<file path="config.mk">
export PLATFORM = sky130hd
export DESIGN_NAME = fcmp_cond_unit
export DESIGN_NICKNAME = d
export VERILOG_FILES = /design/src/rtl/fcmp_pkg.sv /design/src/rtl/fcmp_classify.sv /design/src/rtl/fcmp_relate.sv /design/src/rtl/fcmp_field_merge.sv /design/src/rtl/fcmp_cond_unit.sv
export SDC_FILE = /design/constraint.sdc
export NUM_CORES = 1
export LEC_CHECK = 0
export CORE_AREA = 2 2 112 114
export DETAILED_ROUTE_END_ITERATION = 10
export DIE_AREA = 0 0 114 116
export GPL_TIMING_DRIVEN = 0
export PLACE_DENSITY_LB_ADDON = 0.3
export SETUP_SLACK_MARGIN = 0.05
export SLEW_MARGIN = 20
export SYNTH_ARGS = -nofsm -noshare
export SYNTH_HDL_FRONTEND = slang
export SYNTH_SLANG_ARGS = --single-unit
</file>
<file path="constraint.sdc">
create_clock -name clk -period 3.4 [get_ports clk]
set_input_delay 0.68 -clock clk [delete_from_list [all_inputs] [get_ports clk]]
set_output_delay 0.68 -clock clk [all_outputs]
set_load 0.05 [all_outputs]
</file>
<file path="src/rtl/fcmp_pkg.sv">
package fcmp_pkg;
   typedef enum logic [3:0] {
      REL_LT = 4'b1000,
      REL_GT = 4'b0100,
      REL_EQ = 4'b0010,
      REL_UN = 4'b0001
   } rel_t;

   localparam int FIELD_W = 4;
endpackage

</file>
<file path="src/rtl/fcmp_classify.sv">
module fcmp_classify #(
   parameter int EXP_W  = 11,
   parameter int FRAC_W = 52,
   localparam int OP_W  = 1 + EXP_W + FRAC_W
) (
   input  logic [OP_W-1:0] opnd,
   output logic            is_nan,
   output logic            is_zero,
   output logic            sign,
   output logic [OP_W-2:0] mag
);
   logic [EXP_W-1:0]  expo;
   logic [FRAC_W-1:0] frac;

   assign expo    = opnd[OP_W-2 -: EXP_W];
   assign frac    = opnd[FRAC_W-1:0];
   assign sign    = opnd[OP_W-1];
   assign mag     = opnd[OP_W-2:0];
   assign is_nan  = (&expo) && (|frac);
   assign is_zero = ~|mag;
endmodule

</file>
<file path="src/rtl/fcmp_relate.sv">
module fcmp_relate
   import fcmp_pkg::*;
#(
   parameter int EXP_W  = 11,
   parameter int FRAC_W = 52,
   localparam int OP_W  = 1 + EXP_W + FRAC_W
) (
   input  logic [OP_W-1:0] opnd_a,
   input  logic [OP_W-1:0] opnd_b,
   output rel_t            rel,
   output logic            any_nan
);
   logic [1:0]            nan_v, zero_v, sign_v;
   logic [1:0][OP_W-2:0]  mag_v;
   logic [1:0][OP_W-1:0]  opnd_v;

   assign opnd_v[0] = opnd_a;
   assign opnd_v[1] = opnd_b;

   for (genvar g = 0; g < 2; g++) begin : g_cls
      fcmp_classify #(.EXP_W(EXP_W), .FRAC_W(FRAC_W)) u_cls (
         .opnd    (opnd_v[g]),
         .is_nan  (nan_v[g]),
         .is_zero (zero_v[g]),
         .sign    (sign_v[g]),
         .mag     (mag_v[g])
      );
   end

   assign any_nan = |nan_v;

   always_comb begin
      if (any_nan)
         rel = REL_UN;
      else if (&zero_v)
         rel = REL_EQ;
      else if (sign_v[0] != sign_v[1])
         rel = sign_v[0] ? REL_LT : REL_GT;
      else if (mag_v[0] == mag_v[1])
         rel = REL_EQ;
      else if ((mag_v[0] < mag_v[1]) ^ sign_v[0])
         rel = REL_LT;
      else
         rel = REL_GT;
   end
endmodule

</file>
<file path="src/rtl/fcmp_field_merge.sv">
module fcmp_field_merge
   import fcmp_pkg::*;
#(
   parameter int CR_W   = 32,
   parameter int FIDX_W = 3,
   localparam int NFIELD = CR_W / FIELD_W
) (
   input  logic [CR_W-1:0]    cr_cur,
   input  logic [FIDX_W-1:0]  fidx,
   input  logic [FIELD_W-1:0] code,
   output logic [CR_W-1:0]    cr_new
);
   for (genvar g = 0; g < NFIELD; g++) begin : g_fld
      localparam int HI = CR_W - 1 - FIELD_W * g;
      assign cr_new[HI -: FIELD_W] =
         (fidx == FIDX_W'(g)) ? code : cr_cur[HI -: FIELD_W];
   end
endmodule

</file>
<file path="src/rtl/fcmp_cond_unit.sv">
module fcmp_cond_unit
   import fcmp_pkg::*;
#(
   parameter int EXP_W    = 11,
   parameter int FRAC_W   = 52,
   parameter int CR_W     = 32,
   parameter int SPEC_W   = 5,
   parameter int XO_W     = 10,
   parameter int XO_UNORD = 0,
   parameter int XO_ORD   = 32,
   localparam int OP_W    = 1 + EXP_W + FRAC_W,
   localparam int FIDX_W  = SPEC_W - 2,
   localparam int NFIELD  = CR_W / FIELD_W
) (
   input  logic              clk,
   input  logic              rst_n,
   input  logic              in_valid,
   input  logic [OP_W-1:0]   opnd_a,
   input  logic [OP_W-1:0]   opnd_b,
   input  logic [SPEC_W-1:0] dest_spec,
   input  logic [XO_W-1:0]   ext_op,
   output logic [CR_W-1:0]   cr_q,
   output logic [FIELD_W:0]  fpcc_q,
   output logic              done,
   output logic              trap,
   output logic              illegal
);
   if (CR_W % FIELD_W != 0) begin : g_bad_cr
      $error("CR_W must be a multiple of the field width");
   end
   if ((1 << FIDX_W) > NFIELD) begin : g_bad_spec
      $error("field number can address beyond the register");
   end
   if (XO_UNORD == XO_ORD) begin : g_bad_xo
      $error("the two compare opcodes must differ");
   end

   rel_t             rel;
   logic             any_nan;
   logic [CR_W-1:0]  cr_next;
   logic             is_unord, is_ord, bad_req, do_trap, do_write;

   fcmp_relate #(.EXP_W(EXP_W), .FRAC_W(FRAC_W)) u_rel (
      .opnd_a  (opnd_a),
      .opnd_b  (opnd_b),
      .rel     (rel),
      .any_nan (any_nan)
   );

   fcmp_field_merge #(.CR_W(CR_W), .FIDX_W(FIDX_W)) u_merge (
      .cr_cur (cr_q),
      .fidx   (dest_spec[SPEC_W-1:2]),
      .code   (rel),
      .cr_new (cr_next)
   );

   assign is_unord = (ext_op == XO_W'(XO_UNORD));
   assign is_ord   = (ext_op == XO_W'(XO_ORD));
   assign bad_req  = (|dest_spec[1:0]) || !(is_unord || is_ord);
   assign do_trap  = !bad_req && is_ord && any_nan;
   assign do_write = in_valid && !bad_req && !do_trap;

   always_ff @(posedge clk) begin
      if (!rst_n) begin
         cr_q    <= '0;
         fpcc_q  <= '0;
         done    <= 1'b0;
         trap    <= 1'b0;
         illegal <= 1'b0;
      end else begin
         done    <= in_valid;
         trap    <= in_valid && do_trap;
         illegal <= in_valid && bad_req;
         if (do_write) begin
            cr_q   <= cr_next;
            fpcc_q <= {1'b0, rel};
         end
      end
   end
endmodule

</file>
==> summary.md <==
| Metric | Value |
|---|---|
| Status | completed |
| Lkg Pwr | 2.54 nW |
| Tmin final | 3.33 ns |
| Mapped Nets | 662 |
| Largest stage delay, worst path | 0.52 ns |
| ANT nets after route | 0 |
| Post-synth EDFFs | 0 |
| Chip width | 114 um |
| Syn_area_per_cell | 7.81 um2 |
| Total of fill cells in the finished design | 1157 |
| Power Dens Cells | 244 nW/um2 |
| Hold Path Sink | cr_q[31]$_SDFFE_PN0P_ |
| Site Rows | 40 |
| Reg2reg end | fpcc_q[2]$_SDFFE_PN0P_ |
| Dominant cell type by area after synthesis | ha_1 |
| Post-synth top area share | 22.3% |
| Largest net degree at the start of global routing | 13 |
| Initial antenna violation count | 0 |
| M3 GR Usage | 3.14% |
| Fin Setup TNS | 0 ns |
| # DRC | 0 |
| Startpoint types | primary input |
| Wire per inst | 16.0 um |
| Gr busiest metal | met2 |
| Drt total wl | 12.7 mm |
| Asr flop ratio synth | 0% |
| Hold path startpoint | cr_q[31]$_SDFFE_PN0P_ |
| Clock skew | 0 ns |
| Clock slew at reported path FFs | 0.06 ns |
| GR Util met1 | 23.5% |
| Vias/cell | 5.17 |
| Worst Path Required | 3.59 ns |
| CTS sink count | 39 |
| Clock root cell | clkbuf_16 |
| CP delay by family, top | compound AO/OA/AOI/OAI gates |
| Die area | 13200 um2 |
| GRT Total Usage | 18.9% |
| Synthesized cell area | 3540 um2 |
| Share of cells above drive strength 1 | 7.10% |
| Max Fclk | 300 MHz |
| Initial Utilization | 29.7% |
| Crit path max-delay cell type | or4_4 |
| Clk buf depth | 2 |
| Num CTS Buffers | 5 |
| Prevailing post-synth register cell | dfxtp_1 |
| Total number of vias | 4113 |
| TritonCTS clock tree | yes |
| Antenna diode count | 0 |
| Slew @ Worst Pin | 0.553 ns |
| Ys Warns | 0 |
| Layout Nets | 856 |
| Synth cell types | 41 |
| WS Path Type | in -> reg |
| P&R area growth vs syn | 69.1% |
| Post-detail-place hpwl | 10.9 mm |
| CTS Hold Bufs | 0 |
| Reg2reg start | fpcc_q[2]$_SDFFE_PN0P_ |
| GPL Wtd Cong | 0.847 |
| 1st-iter DRT viols | 141 |
| Grt ovf | 0 |
| Min-Delay Path Depth | 2 |
| I/O pin count | 186 |
| FF-to-FF path depth | 2 |
| Register bit total from synthesis | 39 |
| CP bufs+invs | 2 |
| Final Hold Viols | 0 |
| Pre-CTS setup slack | -0.423 ns |
| Sequential area share after synthesis | 22.1% |
| Vias in the first global route | 4224 |
| Cells after synthesis | 453 |
| Drt pass-1 iters | 4 |
| CP arrival | 3.53 ns |
| Core area | 11900 um2 |
| Critical Path End Type | register |
| R2R Setup Slk | 2.69 ns |
| Final setup fails | 0 |
| Placed cell area | 5560 um2 |
| Most frequent cell after synthesis | inv_1 |
| Final Cell Area | 5980 um2 |
| Min-Delay Path Class | reg -> reg |
| Fin crit share | 98.0% |
| First-pass GRT wire length | 20.3 mm |
| Max Cap Viol | 0 |
| # H-tree levels | 2 |
| Worst-Skew Late Latency | 0.27 ns |
| Synth area leaders | ha_1 (22%), dfxtp_1 (22%), inv_1 (7.3%) |
| Peak supply drop | 0.183 mV |
| Fin. max-slew vios | 0 |
| Slew HR | 63.1% |
| Crit Path Max Fanout | 8 |
| RSZ-0062 raised after global routing | yes |
| Setup ws final | 0.0664 ns |
| Die Y | 116 um |
| Pwr Total | 1.46 mW |
| Count of input and output buffers | 184 |
| Worst path cell trace | clkdlybuf4s50_1 > inv_1 > ha_1 > nand4_1 > nor2_1 > a221o_1 > a211o_1 > a32o_2 > or4_4 > o21a_4 > o31ai_2 |
| Top cells by count, synth | inv_1 (69), ha_1 (63), nor4_1 (40), dfxtp_1 (39), nand3_1 (30) |
| Met2 Usage GRT | 34.2% |
[flip-flops by register name, summed over array words and instances (netlist names)]
signal / count
illegal: 1
trap: 1
done: 1
cr_q: 32
fpcc_q: 4
[worst max-delay path by stage]
stage	from	endpoint	slack, ns	cells after the start
3_5_place_dp	opnd_b[61]	cr_q[15]$_SDFFE_PN0P_	-0.42	11
2_1_floorplan	opnd_b[45]	cr_q[10]$_SDFFE_PN0P_	0.48	10
3_3_place_gp	opnd_b[5]	cr_q[24]$_SDFFE_PN0P_	-0.37	10
6_report	opnd_b[40]	cr_q[6]$_SDFFE_PN0P_	0.07	11
4_1_cts	opnd_a[7]	cr_q[25]$_SDFFE_PN0P_	0.06	10
5_1_grt	opnd_b[41]	cr_q[6]$_SDFFE_PN0P_	-0.01	11
[power by group]
group,switching [mW],internal (mW)
Combinational,0.205,0.255
Sequential,0.000271,0.458
Clock,0.178,0.365
Total,0.383,1.08
[worst min-delay path, stage by stage, from the launching register on]
cell     delay [ns]
dfxtp_1        0.31
nand3_1        0.06
o31ai_1        0.06
[logic make-up (layout without fill, tap and decap cells)]
family | count (synthesis) | after routing | synth area share [%]
buffers and inverters | 80 | 275 | 8.60
XOR/XNOR | 1 | 1 | 0.248
flip-flops | 39 | 39 | 22.1
adder cells (fa/ha/maj) | 63 | 63 | 22.3
multiplexers | 14 | 14 | 3.96
other | 1 | 1 | 0.106
AO/OA/AOI/OAI | 80 | 80 | 14.9
AND/OR/NAND/NOR | 175 | 175 | 27.8
[repair_timing]
action,4_1_cts,5_1_grt
buffers inserted,3,0
gates resized for setup,16,21
pin swaps,8,9
endpoints found under the setup margin,33,32
[placed cells by master, fill, tap and decap left out, types with 3 or more instances in the layout]
master,n
a21boi_0,4
a21oi_1,24
and2_1,3
buf_4,4
clkbuf_1,8
clkbuf_16,5
clkdlybuf4s50_1,182
dfxtp_1,39
ha_1,59
ha_4,4
inv_1,69
mux2i_1,14
nand2_1,24
nand3_1,29
nand3b_1,3
nand4_1,28
nor2_1,10
nor2b_1,17
nor3_1,3
nor4_1,30
nor4_2,7
nor4_4,3
o21ai_0,10
o22ai_1,3
o31ai_1,9
o31ai_2,7
or3_1,9
[cell type report]
cell class / instances / area, um2 / area share, %
well taps: 147 / 184 / 3.08
inverters: 69 / 259 / 4.33
multi-input cells: 334 / 2670 / 44.7
repair buffers: 187 / 1870 / 31.2
clock inverters: 2 / 35.0 / 0.586
flip-flops and latches: 39 / 781 / 13.1
clock buffers: 6 / 139 / 2.32
plain buffers: 11 / 45.0 / 0.753
[stage by stage]
step	hold slack, ns	cells	utilization [%]
floorplan	0.675	453	-
global placement	0.463	784	46.7
detailed placement	0.467	784	46.7
CTS	0.471	795	49.1
global route	0.489	795	50.2
finish	0.475	795	50.2
[layer usage]
| metal | part of all wire, % | vias up |
|---|---|---|
| met2 | 50 | 112 |
| met1 | 44 | 1918 |
| met3 | 5.4 | 10 |
| li1 | - | 2073 |
| met4 | 1.4 | 0 |
| met5 | 0 | - |
No activity file was read; power rests on OpenSTA's default activity.
